File: config.mk
export PLATFORM = sky130hd
export DESIGN_NAME = pwm_dac_bank
export DESIGN_NICKNAME = d
export VERILOG_FILES = /design/src/rtl/pwm_dac_pkg.sv /design/src/rtl/pwm_hsync_sync.sv /design/src/rtl/pwm_timebase.sv /design/src/rtl/pwm_channel.sv /design/src/rtl/pwm_dac_bank.sv
export SDC_FILE = /design/constraint.sdc
export NUM_CORES = 1
export LEC_CHECK = 0
export BUFFER_PORTS_ARGS = -buffer_cell sky130_fd_sc_hd__buf_2
export CORE_MARGIN = 2
export CORE_UTILIZATION = 60
export DETAILED_ROUTE_END_ITERATION = 10
export PLACE_DENSITY_LB_ADDON = 0.25
export SETUP_SLACK_MARGIN = 0.2
export SKIP_LAST_GASP = 1
export SLEW_MARGIN = 10
export SYNTH_ARGS = -nofsm -noshare
export SYNTH_HDL_FRONTEND = slang
export SYNTH_SLANG_ARGS = --single-unit
export TNS_END_PERCENT = 10
File: constraint.sdc
create_clock -name clk -period 5.3 [get_ports clk]
set_input_delay 1.06 -clock clk [delete_from_list [all_inputs] [get_ports clk]]
set_output_delay 1.06 -clock clk [all_outputs]
set_load 0.01 [all_outputs]
File: src/rtl/pwm_dac_pkg.sv
package pwm_dac_pkg;
  localparam int DUTY_W = 8;
  typedef logic [DUTY_W-1:0] duty_t;
  localparam duty_t CNT_MAX = '1;
endpackage

File: src/rtl/pwm_hsync_sync.sv
module pwm_hsync_sync (
  input  logic clk,
  input  logic rst_n,
  input  logic hsync_in,
  input  logic hsync_pol,
  output logic line_start
);
  logic       hs_lvl;
  logic [2:0] hs_sh;

  assign hs_lvl = hsync_in ^ hsync_pol;

  always_ff @(posedge clk or negedge rst_n) begin
    if (!rst_n) hs_sh <= '0;
    else        hs_sh <= {hs_sh[1:0], hs_lvl};
  end

  assign line_start = hs_sh[1] & ~hs_sh[2];

  AST_EDGE_SINGLE: assert property (@(posedge clk) disable iff (!rst_n)
    line_start |=> !line_start);
endmodule

File: src/rtl/pwm_timebase.sv
module pwm_timebase
  import pwm_dac_pkg::*;
#(
  parameter int PRESC_DIV = 4
) (
  input  logic  clk,
  input  logic  rst_n,
  input  logic  line_start,
  output duty_t count,
  output logic  period_start,
  output logic  pwm_clk
);
  localparam int PW   = (PRESC_DIV > 1) ? $clog2(PRESC_DIV) : 1;
  localparam int HALF = PRESC_DIV / 2;

  logic [PW-1:0] presc;
  logic          tick;

  assign tick = (presc == PW'(PRESC_DIV - 1));

  always_ff @(posedge clk or negedge rst_n) begin
    if (!rst_n) begin
      presc <= '0;
      count <= '0;
    end else if (line_start) begin
      presc <= '0;
      count <= '0;
    end else if (tick) begin
      presc <= '0;
      count <= count + 1'b1;
    end else begin
      presc <= presc + 1'b1;
    end
  end

  assign period_start = line_start | (tick & (count == CNT_MAX));
  assign pwm_clk      = (presc < PW'(HALF));

  AST_PRESC_RANGE: assert property (@(posedge clk) disable iff (!rst_n)
    presc <= PW'(PRESC_DIV - 1));
  AST_SYNC_RESTART: assert property (@(posedge clk) disable iff (!rst_n)
    line_start |=> (count == '0 && presc == '0));
  AST_COUNT_WRAP: assert property (@(posedge clk) disable iff (!rst_n)
    (tick && count == CNT_MAX) |=> (count == '0));
endmodule

File: src/rtl/pwm_channel.sv
module pwm_channel
  import pwm_dac_pkg::*;
(
  input  logic  clk,
  input  logic  rst_n,
  input  logic  wr_en,
  input  duty_t wr_data,
  input  logic  period_start,
  input  duty_t count,
  output logic  pwm_o
);
  duty_t staged;
  duty_t live;

  always_ff @(posedge clk or negedge rst_n) begin
    if (!rst_n) begin
      staged <= '0;
      live   <= '0;
    end else begin
      if (wr_en)        staged <= wr_data;
      if (period_start) live   <= staged;
    end
  end

  assign pwm_o = (count < live);

  AST_DUTY_HOLD: assert property (@(posedge clk) disable iff (!rst_n)
    !period_start |=> $stable(live));
  AST_DUTY_LOAD: assert property (@(posedge clk) disable iff (!rst_n)
    period_start |=> (live == $past(staged)));
endmodule

File: src/rtl/pwm_dac_bank.sv
module pwm_dac_bank
  import pwm_dac_pkg::*;
#(
  parameter int NCH       = 8,
  parameter int ADDR_W    = 4,
  parameter int PRESC_DIV = 4
) (
  input  logic              clk,
  input  logic              rst_n,
  input  logic              hsync_in,
  input  logic              hsync_pol,
  input  logic              wr_valid,
  output logic              wr_ready,
  input  logic [ADDR_W-1:0] wr_addr,
  input  logic [7:0]        wr_data,
  output logic [NCH-1:0]    pwm_out,
  output logic              pwm_clk_out
);
  logic           line_start;
  logic           period_start;
  duty_t          count;
  logic [NCH-1:0] ch_we;

  assign wr_ready = 1'b1;

  pwm_hsync_sync u_sync (
    .clk(clk), .rst_n(rst_n), .hsync_in(hsync_in), .hsync_pol(hsync_pol),
    .line_start(line_start)
  );

  pwm_timebase #(.PRESC_DIV(PRESC_DIV)) u_tb (
    .clk(clk), .rst_n(rst_n), .line_start(line_start), .count(count),
    .period_start(period_start), .pwm_clk(pwm_clk_out)
  );

  for (genvar g = 0; g < NCH; g++) begin : g_ch
    assign ch_we[g] = wr_valid & wr_ready & (wr_addr == ADDR_W'(g));
    pwm_channel u_ch (
      .clk(clk), .rst_n(rst_n), .wr_en(ch_we[g]), .wr_data(wr_data),
      .period_start(period_start), .count(count), .pwm_o(pwm_out[g])
    );
  end

  AST_BAD_ADDR_IGNORED: assert property (@(posedge clk) disable iff (!rst_n)
    (wr_valid && wr_addr >= ADDR_W'(NCH)) |-> (ch_we == '0));
  AST_SINGLE_TARGET: assert property (@(posedge clk) disable iff (!rst_n)
    $countones(ch_we) <= 1);
endmodule

==> results_dict.tcl <==
set metrics [dict create \
    status "completed" \
    firstDrtPassIters 5 \
    p_int_mw 2.491 \
    antenna_found_initial 0 \
    clock_latency_ps 510 \
    cap_violations 0 \
    yosys-top-cells-area "dfrtp_1, mux2_2, ha_1, o21ai_0, nand2_1" \
    switching_share_pct 27.66 \
    p_per_area_nw_per_um2 459.2 \
    leakage_nw 3.658 \
    cp_data_required_time_ps 4240 \
    syn_inst 575 \
    grt_pass1_vias 4326 \
    design.core.area_sq_um 10890 \
    ant_nets 0 \
    async_flop_share_pct 100.0 \
    drive_gt1_share_pct 23.32 \
    rows 38 \
    worst_pin_slew_ps 918.5 \
    clkSinkCount 141 \
    vias_per_cell 5.669 \
    ys_warn_count 0 \
    syn_area_sq_um 6721 \
    nets 671 \
    crit_top_cell "a21o_1" \
    crit_path_top_delay_cell "dfrtp_1" \
    fin_crit_ps 3400 \
    tritoncts "yes" \
    synth.distinct_cells 33 \
    post_cts_resized 0 \
    start_util_pct 61.73 \
    post_drt_wl_per_cell_um 17.74 \
    rsz0062_at_grt "false" \
    synth.area.mux_share_pct 12.21 \
    fin_skew_ps 4.889 \
    stdcell_count 749 \
    hpwl_um 8476 \
    min_period_over_period_pct 64.14 \
    synth_xor_area_share_pct 0.9121 \
    seq_area_frac_synth_pct 52.49 \
    yosys.area.top_type "dfrtp_1" \
    synth_top_area_share_pct 52.49 \
    avgSynthCellArea_sq_um 11.69 \
    gp_congestion 0.8028 \
    cp-end-kind "output port" \
    clk_pin_slew_ps 60 \
    switching_power_mw 0.9526 \
    peakVddDrop_v 0.0002464 \
    cpPeakStageDelay_ps 740 \
    seqPwrFrac_pct 43.6 \
    die_h_um 109.8 \
    synth_top_family_by_area "multiplexers" \
    slew_violations 0 \
    critPathMaxFanout 12 \
    grt_max_degree 94 \
    clockBufferDepth 2 \
    drt-initial-drc-count 198 \
    pwr-share-clk_pct 35.2 \
    synthToLayoutAreaGrowth_pct 11.58 \
    synth_common_cells "dfrtp_1, mux2_2, o21ai_0" \
    comb_power_share_pct 21.2 \
    hold_buffers 0 \
    grt_pass1_wl_um 21940 \
    syn_nets 650 \
    vias 4246 \
    antenna_cells 0 \
    fp.dieW_um 109.8 \
    yosys.area_share.simple_pct 7.390 \
    ios 27 \
    hold_violations 0 \
    cts_htree_levels 4 \
    grt_overflow 0 \
    setup-tns-final_ps 0 \
    slew_headroom_pct 38.64 \
    numCtsBuffers 17 \
    crit_chain "ha_1 > a21o_1 > a21o_1 > a41oi_1 > buf_2" \
    hold_path_class "register to register" \
    setup.worst_path.start_class "register" \
    cp.arrival_ps 2340 \
    synth-edff-count 0 \
    port_buffers 25 \
    fin_util_pct 68.88 \
    synth-main-ff-cell "dfrtp_1" \
    drc 0 \
    synthAdderAreaFrac_pct 10.80 \
    dieArea_sq_um 12060 \
    yosysMostFrequentCell "dfrtp_1" \
    post_cts_buffers 0 \
    setup_viol 0 \
    synth-seq-cells 141 \
    root_buffer "clkbuf_8" \
    routed_wl_um 13290 \
    fmax_mhz 294.2 \
    placedCellCount 717 \
    grt_usage_pct 24.77 \
    path_class "register to output port" \
    synth-compound-area-share_pct 10.29 \
]
## cell families (layout without fill, tap and decap cells)
family                     Yosys count  count (layout)
AOI/OAI and AO/OA                  115             115
buffers and inverters               84             118
and+or+nand+nor                     96              96
xor gates and xnor gates             7               7
other                                1               1
adders and majority gates           58              58
muxes                               73              73
DFF                                141             141
## cell type report
type | instances | area (sq um)
multi-input cells | 350 | 2808
clock inverters | 12 | 167.7
fillers | 766 | 3388
inverters | 57 | 214.0
clock buffers | 20 | 445.4
flip-flops and latches | 141 | 3528
well taps | 140 | 175.2
repair buffers | 29 | 161.4
## flip-flops by register name, indices dropped and copies added (netlist names)
name	flops
g_ch.u_ch.live	64
g_ch.u_ch.staged	64
u_sync.hs_sh	3
u_tb.count	8
u_tb.presc	2
## critical path, delay by kind of cell, from the launching register on
kind            cells  cell delay [ps]
compound gates      3              540
fa+ha+maj           1              350
buf+inv             1              170
flops               1              740
## power by group through the flow
stage / logic [mW] / registers, mW / clock network (mW)
after floorplan: 0.587 / 1.46 / 0
after global placement: 0.686 / 1.50 / 0
after detailed placement: 0.728 / 1.52 / 0
after CTS: 0.739 / 1.50 / 1.23
after global routing: 0.839 / 1.53 / 1.28
final: 0.729 / 1.50 / 1.21
## cell usage in the layout (no fill, tap or decap)
cell type	netlist	routed
or3_1	1	1
nor2_1	8	8
xor2_1	6	6
dfrtp_1	141	141
nor3_1	1	1
a211oi_1	8	8
a21o_1	16	16
clkbuf_16	0	16
and3_1	2	2
mux2i_1	1	1
clkinv_2	0	5
nor2_2	1	1
o211ai_1	8	8
nand2b_1	9	9
conb_1	1	1
buf_2	5	24
nand2_1	60	60
nand4_2	1	1
xnor2_1	1	1
buf_6	0	1
buf_4	19	4
o21bai_4	0	1
ha_1	58	58
bufinv_16	0	4
a21oi_1	9	9
clkinvlp_4	0	3
nand2_2	1	1
o21ai_1	3	3
mux2_2	72	72
nor3b_4	3	3
a41oi_1	8	8
o21ai_0	62	62
nand3b_2	2	2
nor2b_1	3	3
clkbuf_8	0	3
nand3b_4	1	1
clkbuf_1	3	1
inv_1	57	57
nand4_1	3	3
## per-stage QoR
stage	power [mW]	hold slack (ps)	instance area [sq um]	worst slack [ps]
global route	3.651	363.3	7500	1753
floorplan	2.052	331.2	6721	2816
global placement	2.189	333.3	6887	2418
CTS	3.475	354.0	7500	1868
finish	3.444	353.6	7500	1900
detailed placement	2.247	340.2	6887	2423
## path summary, 6_finish.rpt
path / slack [ps] / startpoint / end / cells after the start
max reg2reg: 2700 / u_tb.count[1] / g_ch[0].u_ch.live[0] / 5
max in group asynchronous: 3510 / rst_n / g_ch[2].u_ch.live[0] / 2
max: 1900 / u_tb.count[6] / pwm_out[0] / 5
min reg2reg: 350 / u_sync.hs_sh[0] / u_sync.hs_sh[1] / 0
min in group asynchronous: 610 / rst_n / g_ch[1].u_ch.staged[0] / 1
min: 350 / u_sync.hs_sh[0] / u_sync.hs_sh[1] / 0
## layer usage
layer	part of all wire, %	up-vias	GRT usage (%)
li1	-	2013	-
met1	44	2143	34.10
met2	50	80	39.83
met3	4.8	10	4.149
met4	1.2	0	8.861
met5	0	-	0
Power figures use the tool's default switching activity.
